### src/rtl/bcd2c_pkg.sv
// Package: shared types for the two-cycle decimal adjust unit.
// Assumes digits are 4 bits wide.
package bcd2c_pkg;
    localparam int NIB = 4;

    // Per-operation control carried from the first cycle to the second
    typedef struct packed {
        logic vld;
        logic sub;
        logic mode;
        logic a_msb;
        logic be_msb;
    } s1_ctl_t;
endpackage

### src/rtl/bcd2c_split_add.sv
// Cycle-one logic: split-carry binary add, digit by digit, plus detect bits.
// The carry into every digit above the lowest is forced to zero. The low
// digit's correction value is finished here. Upper digits only export
// threshold bits. Assumes DIGITS >= 2.
module bcd2c_split_add #(
    parameter int DIGITS = 2,
    localparam int W = 4 * DIGITS
) (
    input  logic             sub,
    input  logic             cin,
    input  logic [W-1:0]     a,
    input  logic [W-1:0]     b,
    output logic [W-1:0]     sum,
    output logic [3:0]       lo_adj,
    output logic [DIGITS-2:0] up_hc,
    output logic [DIGITS-2:0] up_gt9,
    output logic [DIGITS-2:0] up_eq9,
    output logic [DIGITS-2:0] up_eqf
);
    logic [W-1:0] be;
    logic         lo_need;
    logic [4:0]   lo_raw;

    // Effective B operand: inverted for subtract
    assign be = sub ? ~b : b;

    // Lowest digit takes the real carry in
    assign lo_raw        = {1'b0, a[3:0]} + {1'b0, be[3:0]} + {4'd0, cin};
    assign sum[3:0]      = lo_raw[3:0];

    // Low correction: add needs >9 or carry, subtract needs a borrow
    assign lo_need = sub ? ~lo_raw[4] : (lo_raw[4] | (lo_raw[3:0] > 4'd9));
    assign lo_adj  = {lo_need & sub, lo_need & ~sub, lo_need, 1'b0};

    // Upper digits: independent 4-bit adds with carry in tied low
    for (genvar k = 1; k < DIGITS; k++) begin : g_up
        logic [4:0] raw;
        assign raw             = {1'b0, a[4*k +: 4]} + {1'b0, be[4*k +: 4]};
        assign sum[4*k +: 4]   = raw[3:0];
        assign up_hc[k-1]      = raw[4];
        assign up_gt9[k-1]     = raw[3:0] > 4'd9;
        assign up_eq9[k-1]     = raw[3:0] == 4'd9;
        assign up_eqf[k-1]     = raw[3:0] == 4'hF;
    end
endmodule

### src/rtl/bcd2c_adjust.sv
// Cycle-two logic: forms upper-digit correction values from stored detect
// bits, with the lower digit's decimal carry placed in bit 0. It adds the
// corrections to the stored binary digits. It also builds the binary-plus-
// low-carry value used by the second flag convention.
module bcd2c_adjust #(
    parameter int DIGITS = 2,
    localparam int W = 4 * DIGITS
) (
    input  logic             sub,
    input  logic [W-1:0]     sum,
    input  logic [3:0]       lo_adj,
    input  logic [DIGITS-2:0] up_hc,
    input  logic [DIGITS-2:0] up_gt9,
    input  logic [DIGITS-2:0] up_eq9,
    input  logic [DIGITS-2:0] up_eqf,
    output logic [W-1:0]     res,
    output logic [W-1:0]     mid,
    output logic             cout
);
    // Correction chain across the digits; threshold shifts when a carry is folded in
    always_comb begin
        logic need;
        logic inj;
        logic [3:0] adjv;
        need         = lo_adj[1];
        res[3:0]     = sum[3:0] + lo_adj;
        mid[3:0]     = sum[3:0];
        for (int k = 1; k < DIGITS; k++) begin
            inj  = sub ? ~need : need;
            if (sub)
                need = ~(up_hc[k-1] | (up_eqf[k-1] & inj));
            else
                need = up_hc[k-1] | up_gt9[k-1] | (up_eq9[k-1] & inj);
            adjv = {need & sub, need & ~sub, need, inj};
            res[4*k +: 4] = sum[4*k +: 4] + adjv;
            mid[4*k +: 4] = sum[4*k +: 4] + {3'd0, inj};
        end
        cout = sub ? ~need : need;
    end
endmodule

### src/rtl/bcd2c_flags.sv
// Flag former: picks the corrected result or the binary-plus-carry value
// according to the mode bit, then derives N, Z and V.
module bcd2c_flags #(
    parameter int DIGITS = 2,
    localparam int W = 4 * DIGITS
) (
    input  logic         mode,
    input  logic [W-1:0] res,
    input  logic [W-1:0] mid,
    input  logic         a_msb,
    input  logic         be_msb,
    output logic         n,
    output logic         z,
    output logic         v
);
    logic [W-1:0] src;

    // Source selection by flag convention
    assign src = mode ? mid : res;
    assign n   = src[W-1];
    assign z   = (src == '0);
    assign v   = (a_msb == be_msb) && (src[W-1] != a_msb);
endmodule

### src/rtl/bcd2c_top.sv
// Two-cycle decimal adjust unit. Cycle one registers the split binary sum and
// the detect bits. Cycle two registers the corrected result, carry and flags.
// Fully pipelined: one operation may start each cycle. Result outputs hold
// between valid strobes. Synchronous active-low reset.
module bcd2c_top #(
    parameter int DIGITS = 2,
    localparam int W = 4 * DIGITS
) (
    input  logic         clk,
    input  logic         rst_n,
    input  logic         start,
    input  logic         sub,
    input  logic         flag_mode,
    input  logic         cin,
    input  logic [W-1:0] a,
    input  logic [W-1:0] b,
    output logic         valid,
    output logic [W-1:0] result,
    output logic         cout,
    output logic         flag_n,
    output logic         flag_z,
    output logic         flag_v
);
    import bcd2c_pkg::*;

    logic [W-1:0]      c1_sum;
    logic [3:0]        c1_lo_adj;
    logic [DIGITS-2:0] c1_hc, c1_gt9, c1_eq9, c1_eqf;

    s1_ctl_t           s1_ctl;
    logic [W-1:0]      s1_sum;
    logic [3:0]        s1_lo_adj;
    logic [DIGITS-2:0] s1_hc, s1_gt9, s1_eq9, s1_eqf;

    logic [W-1:0]      c2_res, c2_mid;
    logic              c2_cout, c2_n, c2_z, c2_v;

    bcd2c_split_add #(.DIGITS(DIGITS)) u_add (
        .sub(sub), .cin(cin), .a(a), .b(b),
        .sum(c1_sum), .lo_adj(c1_lo_adj),
        .up_hc(c1_hc), .up_gt9(c1_gt9), .up_eq9(c1_eq9), .up_eqf(c1_eqf)
    );

    // Stage one: capture binary digits, detect bits and control
    always_ff @(posedge clk) begin
        if (!rst_n) begin
            s1_ctl    <= '0;
            s1_sum    <= '0;
            s1_lo_adj <= '0;
            s1_hc     <= '0;
            s1_gt9    <= '0;
            s1_eq9    <= '0;
            s1_eqf    <= '0;
        end else begin
            s1_ctl.vld <= start;
            if (start) begin
                s1_ctl.sub    <= sub;
                s1_ctl.mode   <= flag_mode;
                s1_ctl.a_msb  <= a[W-1];
                s1_ctl.be_msb <= b[W-1] ^ sub;
                s1_sum        <= c1_sum;
                s1_lo_adj     <= c1_lo_adj;
                s1_hc         <= c1_hc;
                s1_gt9        <= c1_gt9;
                s1_eq9        <= c1_eq9;
                s1_eqf        <= c1_eqf;
            end
        end
    end

    bcd2c_adjust #(.DIGITS(DIGITS)) u_adj (
        .sub(s1_ctl.sub), .sum(s1_sum), .lo_adj(s1_lo_adj),
        .up_hc(s1_hc), .up_gt9(s1_gt9), .up_eq9(s1_eq9), .up_eqf(s1_eqf),
        .res(c2_res), .mid(c2_mid), .cout(c2_cout)
    );

    bcd2c_flags #(.DIGITS(DIGITS)) u_flg (
        .mode(s1_ctl.mode), .res(c2_res), .mid(c2_mid),
        .a_msb(s1_ctl.a_msb), .be_msb(s1_ctl.be_msb),
        .n(c2_n), .z(c2_z), .v(c2_v)
    );

    // Stage two: publish the corrected result and flags, hold otherwise
    always_ff @(posedge clk) begin
        if (!rst_n) begin
            valid  <= 1'b0;
            result <= '0;
            cout   <= 1'b0;
            flag_n <= 1'b0;
            flag_z <= 1'b0;
            flag_v <= 1'b0;
        end else begin
            valid <= s1_ctl.vld;
            if (s1_ctl.vld) begin
                result <= c2_res;
                cout   <= c2_cout;
                flag_n <= c2_n;
                flag_z <= c2_z;
                flag_v <= c2_v;
            end
        end
    end
endmodule

### config.mk
export PLATFORM = sky130hd
export DESIGN_NAME = bcd2c_top
export DESIGN_NICKNAME = d
export VERILOG_FILES = /design/src/rtl/bcd2c_pkg.sv /design/src/rtl/bcd2c_split_add.sv /design/src/rtl/bcd2c_adjust.sv /design/src/rtl/bcd2c_flags.sv /design/src/rtl/bcd2c_top.sv
export SDC_FILE = /design/constraint.sdc
export NUM_CORES = 1
export LEC_CHECK = 0
export BUFFER_PORTS_ARGS = -buffer_cell sky130_fd_sc_hd__buf_2
export CORE_ASPECT_RATIO = 1.2
export CORE_MARGIN = 5
export CORE_UTILIZATION = 55
export DETAILED_ROUTE_END_ITERATION = 12
export PLACE_DENSITY = 0.88
export SLEW_MARGIN = 40
export SYNTH_ARGS = -nofsm -noshare
export SYNTH_HDL_FRONTEND = slang
export SYNTH_SLANG_ARGS = --single-unit
### constraint.sdc
create_clock -name clk -period 2.6 [get_ports clk]
set_input_delay 0.26 -clock clk [delete_from_list [all_inputs] [get_ports clk]]
set_output_delay 0.26 -clock clk [all_outputs]
set_load 0.03 [all_outputs]
==> flow_summary.yaml <==
timing:
  final_hold_viol_count: 0
  whs_ns: 0.244
  tightest_slew_ns: 0.717
  final.setup.tns_ns: 0
  fin_crit_ns: 2.41
  fin_crit_sh: 0.925
  report.final.slew_viol_count: 0
  finalSetupViolCount: 0
  max-slew-margin-rel: 0.521
  skew_ns: 0.00593
  fmax_mhz: 416
  rsz0062_at_grt: "false"
power_and_ir_drop:
  vdd_ir_drop_max_v: 0.000524
  leakagePower_nw: 1.04
  power_density_nw_per_um2: 611
placed_design:
  gp_congestion: 0.805
  hpwl_um: 2810
  port-buffer-count: 34
clocking:
  cts_tree: "yes"
  cts.reportedPaths.clkPinSlew_ns: 0.06
  cts-resized-gates: 0
  clockBufferDepth: 2
  htree_levels: 2
  cts_buffers: 5
  insertion_delay_ns: 0.28
  holdBufCountCts: 0
  cts-root-buf: "clkbuf_8"
  postCtsSetupBuffers: 0
  clock_sinks: 33
route:
  drc: 0
  drt_pass1_iterations: 4
  via_count: 1503
  wire_per_inst_um: 13.4
  via_per_inst: 5.49
  wl_um: 3670
  ant_nets: 0
  detailedRoute.firstIterationViolations: 53
die:
  die_area_um2: 4820
  initial_core_util: 0.576
  core_um2: 3370
  fp-row-count: 23
  dieWidth_um: 64.2
  io_pins: 35
  dieHeight_um: 75.1
synthesis:
  synthXorXnorAreaFrac: 0.0903
  synth_cell_types: 39
  syn_inst: 203
  ys_ff_latch: 33
  synth_seq_area_share: 0.341
  synth_area_um2: 1940
  post_synth_fa_ha_maj_area_fraction: 0.142
  muxShareOfSynthArea: 0.0826
  syn_nets: 244
  synth_top_family_by_area: "simple AND/OR/NAND/NOR gates"
  ys.warnings.count: 0
  avgSynthCellArea_um2: 9.55
  synth_compound_gate_area_share: 0.134
  synthSimpleGateAreaFrac: 0.167
global_route:
  grt_usage: 0.169
  grt_pass1_vias: 1497
  grt_overflow: 0
  antenna_found_initial: 0
  grt_max_degree: 35
  grt_pass1_wl_um: 6420
worst_setup_path:
  reg2regPathDepth: 9
  crit_path_start_kind: "flop"
  worstPathRequired_ns: 2.77
  critPathCaptureType: "flop"
  crit_fanout: 5
  rr_startpoint: "s1_lo_adj[1]$_SDFFE_PN0P_"
  arrival_ns: 2.57
  r2r-end: "flag_z$_SDFFE_PN0P_"
  critical_path_class: "flop to flop"
  reg2reg_slack_ns: 0.19
worst_hold_path:
  worst_hold_startpoint: "flag_mode"
  worstHoldPathCells: 3
  hp-class: "input port to flop"
  hold_path_end: "s1_ctl[2]$_SDFFE_PN0P_"
cells_and_area:
  finalNetCount: 277
  final_common_cell: "buf_2"
  layout_common_cells: "buf_2 (34), dfxtp_1 (33), nor2b_1 (16), mux2i_1 (16), ha_1 (14)"
  syn_to_final_growth_pct: 13.4
  antenna_cells: 0
  drive_gt1_frac: 0.173
status:
  outcome: "finished clean"
flow_run:
  maxCapViolCount: 0
area by class of cell:
type | count | area [um2]
Clock buffer | 8 | 80.1
Multi-Input combinational cell | 150 | 1190
Timing Repair Buffer | 35 | 178
Fill cell | 279 | 1170
Inverter | 11 | 41.3
Sequential cell | 33 | 661
Tap cell | 37 | 46.3
routing by layer:
layer | global-route usage | wire length (um) | vias up
met2 | 0.295 | 1880 | 36
met1 | 0.195 | 1510 | 690
met5 | 0 | 0 | -
li1 | - | - | 770
met3 | 0.0463 | 195 | 7
met4 | 0.0747 | 87 | 0
kinds of logic (layout without fill, tap and decap cells):
kind of cell             Yosys count  count (layout)
AO/OA/AOI/OAI                     38              38
AND/OR/NAND/NOR                   57              57
adder cells (fa/ha/maj)           19              19
multiplexers                      16              16
flip-flops                        33              33
buffers and inverters             20              54
XOR/XNOR                          20              20
registers in the layout, indices dropped and copies added, names as in the netlist:
register   cells
flag_n         1
valid          1
cout           1
s1_gt9         1
flag_v         1
s1_eqf         1
result         8
s1_sum         8
flag_z         1
s1_lo_adj      3
s1_hc          1
s1_eq9         1
s1_ctl         5
worst max path at each step:
stage / startpoint / end / slack (ns) / cells past startpoint
6_report: s1_lo_adj[1]$_SDFFE_PN0P_ / flag_z$_SDFFE_PN0P_ / 0.19 / 9
5_1_grt: s1_lo_adj[1]$_SDFFE_PN0P_ / flag_z$_SDFFE_PN0P_ / 0.12 / 9
4_1_cts: s1_lo_adj[1]$_SDFFE_PN0P_ / flag_z$_SDFFE_PN0P_ / 0.22 / 9
3_5_place_dp: s1_lo_adj[1]$_SDFFE_PN0P_ / flag_z$_SDFFE_PN0P_ / 0.23 / 9
3_3_place_gp: s1_lo_adj[1]$_SDFFE_PN0P_ / flag_z$_SDFFE_PN0P_ / 0.33 / 9
2_1_floorplan: s1_lo_adj[1]$_SDFFE_PN0P_ / flag_z$_SDFFE_PN0P_ / 0.27 / 8
critical path, stage by stage, from the launching register on:
cell and delay, ns:
dfxtp_1 0.36, a211oi_1 0.25, o21ai_0 0.14, buf_4 0.17, ha_1 0.18, ha_1 0.22
or4b_1 0.53, nand3_2 0.14, xnor2_1 0.09, a32o_1 0.22
power by group:
group / internal, W / switching (W) / leakage [nW]
Clock: 0.000190 / 0.000167 / 0.0395
Combinational: 0.000176 / 0.000216 / 0.729
Sequential: 0.000552 / 0.0000423 / 0.271
Total: 0.000918 / 0.000426 / 1.04
cells in the mapped netlist, drive strengths merged:
cell type	count	area share
and4	1	0.0045
nand2	12	0.023
and2	3	0.0097
nand3	5	0.015
a21oi	9	0.023
o21bai	1	0.0039
a31oi	1	0.0032
dfxtp	33	0.34
o211ai	1	0.0039
or4b	1	0.0052
nand3b	2	0.0077
a21o	4	0.015
nand2b	3	0.0097
nor2	5	0.0097
a41oi	1	0.0045
xnor2	9	0.041
xor2	11	0.050
o21ai	8	0.021
a32o	1	0.0052
buf	4	0.013
o211a	5	0.026
o221ai	1	0.0045
and3	1	0.0032
o21a	2	0.0077
a211oi	1	0.0039
nor2b	16	0.052
nand4	3	0.0097
a21boi	3	0.012
nor4	1	0.0032
fa	5	0.052
nor3	2	0.0052
mux2i	16	0.083
inv	11	0.021
ha	14	0.090
clkbuf	5	0.0097
nor4b	2	0.0090
metrics by stage:
step	util	cell area [um2]	worst slack [ns]	total power, W	instances
floorplan	-	1940	0.270	0.000893	203
global route	0.653	2200	0.116	0.00144	274
CTS	0.653	2200	0.215	0.00136	274
detailed placement	0.630	2120	0.232	0.000996	266
finish	0.653	2200	0.194	0.00134	274
global placement	0.630	2120	0.329	0.000983	266
Note: power is estimated with default switching activity, not from simulation.
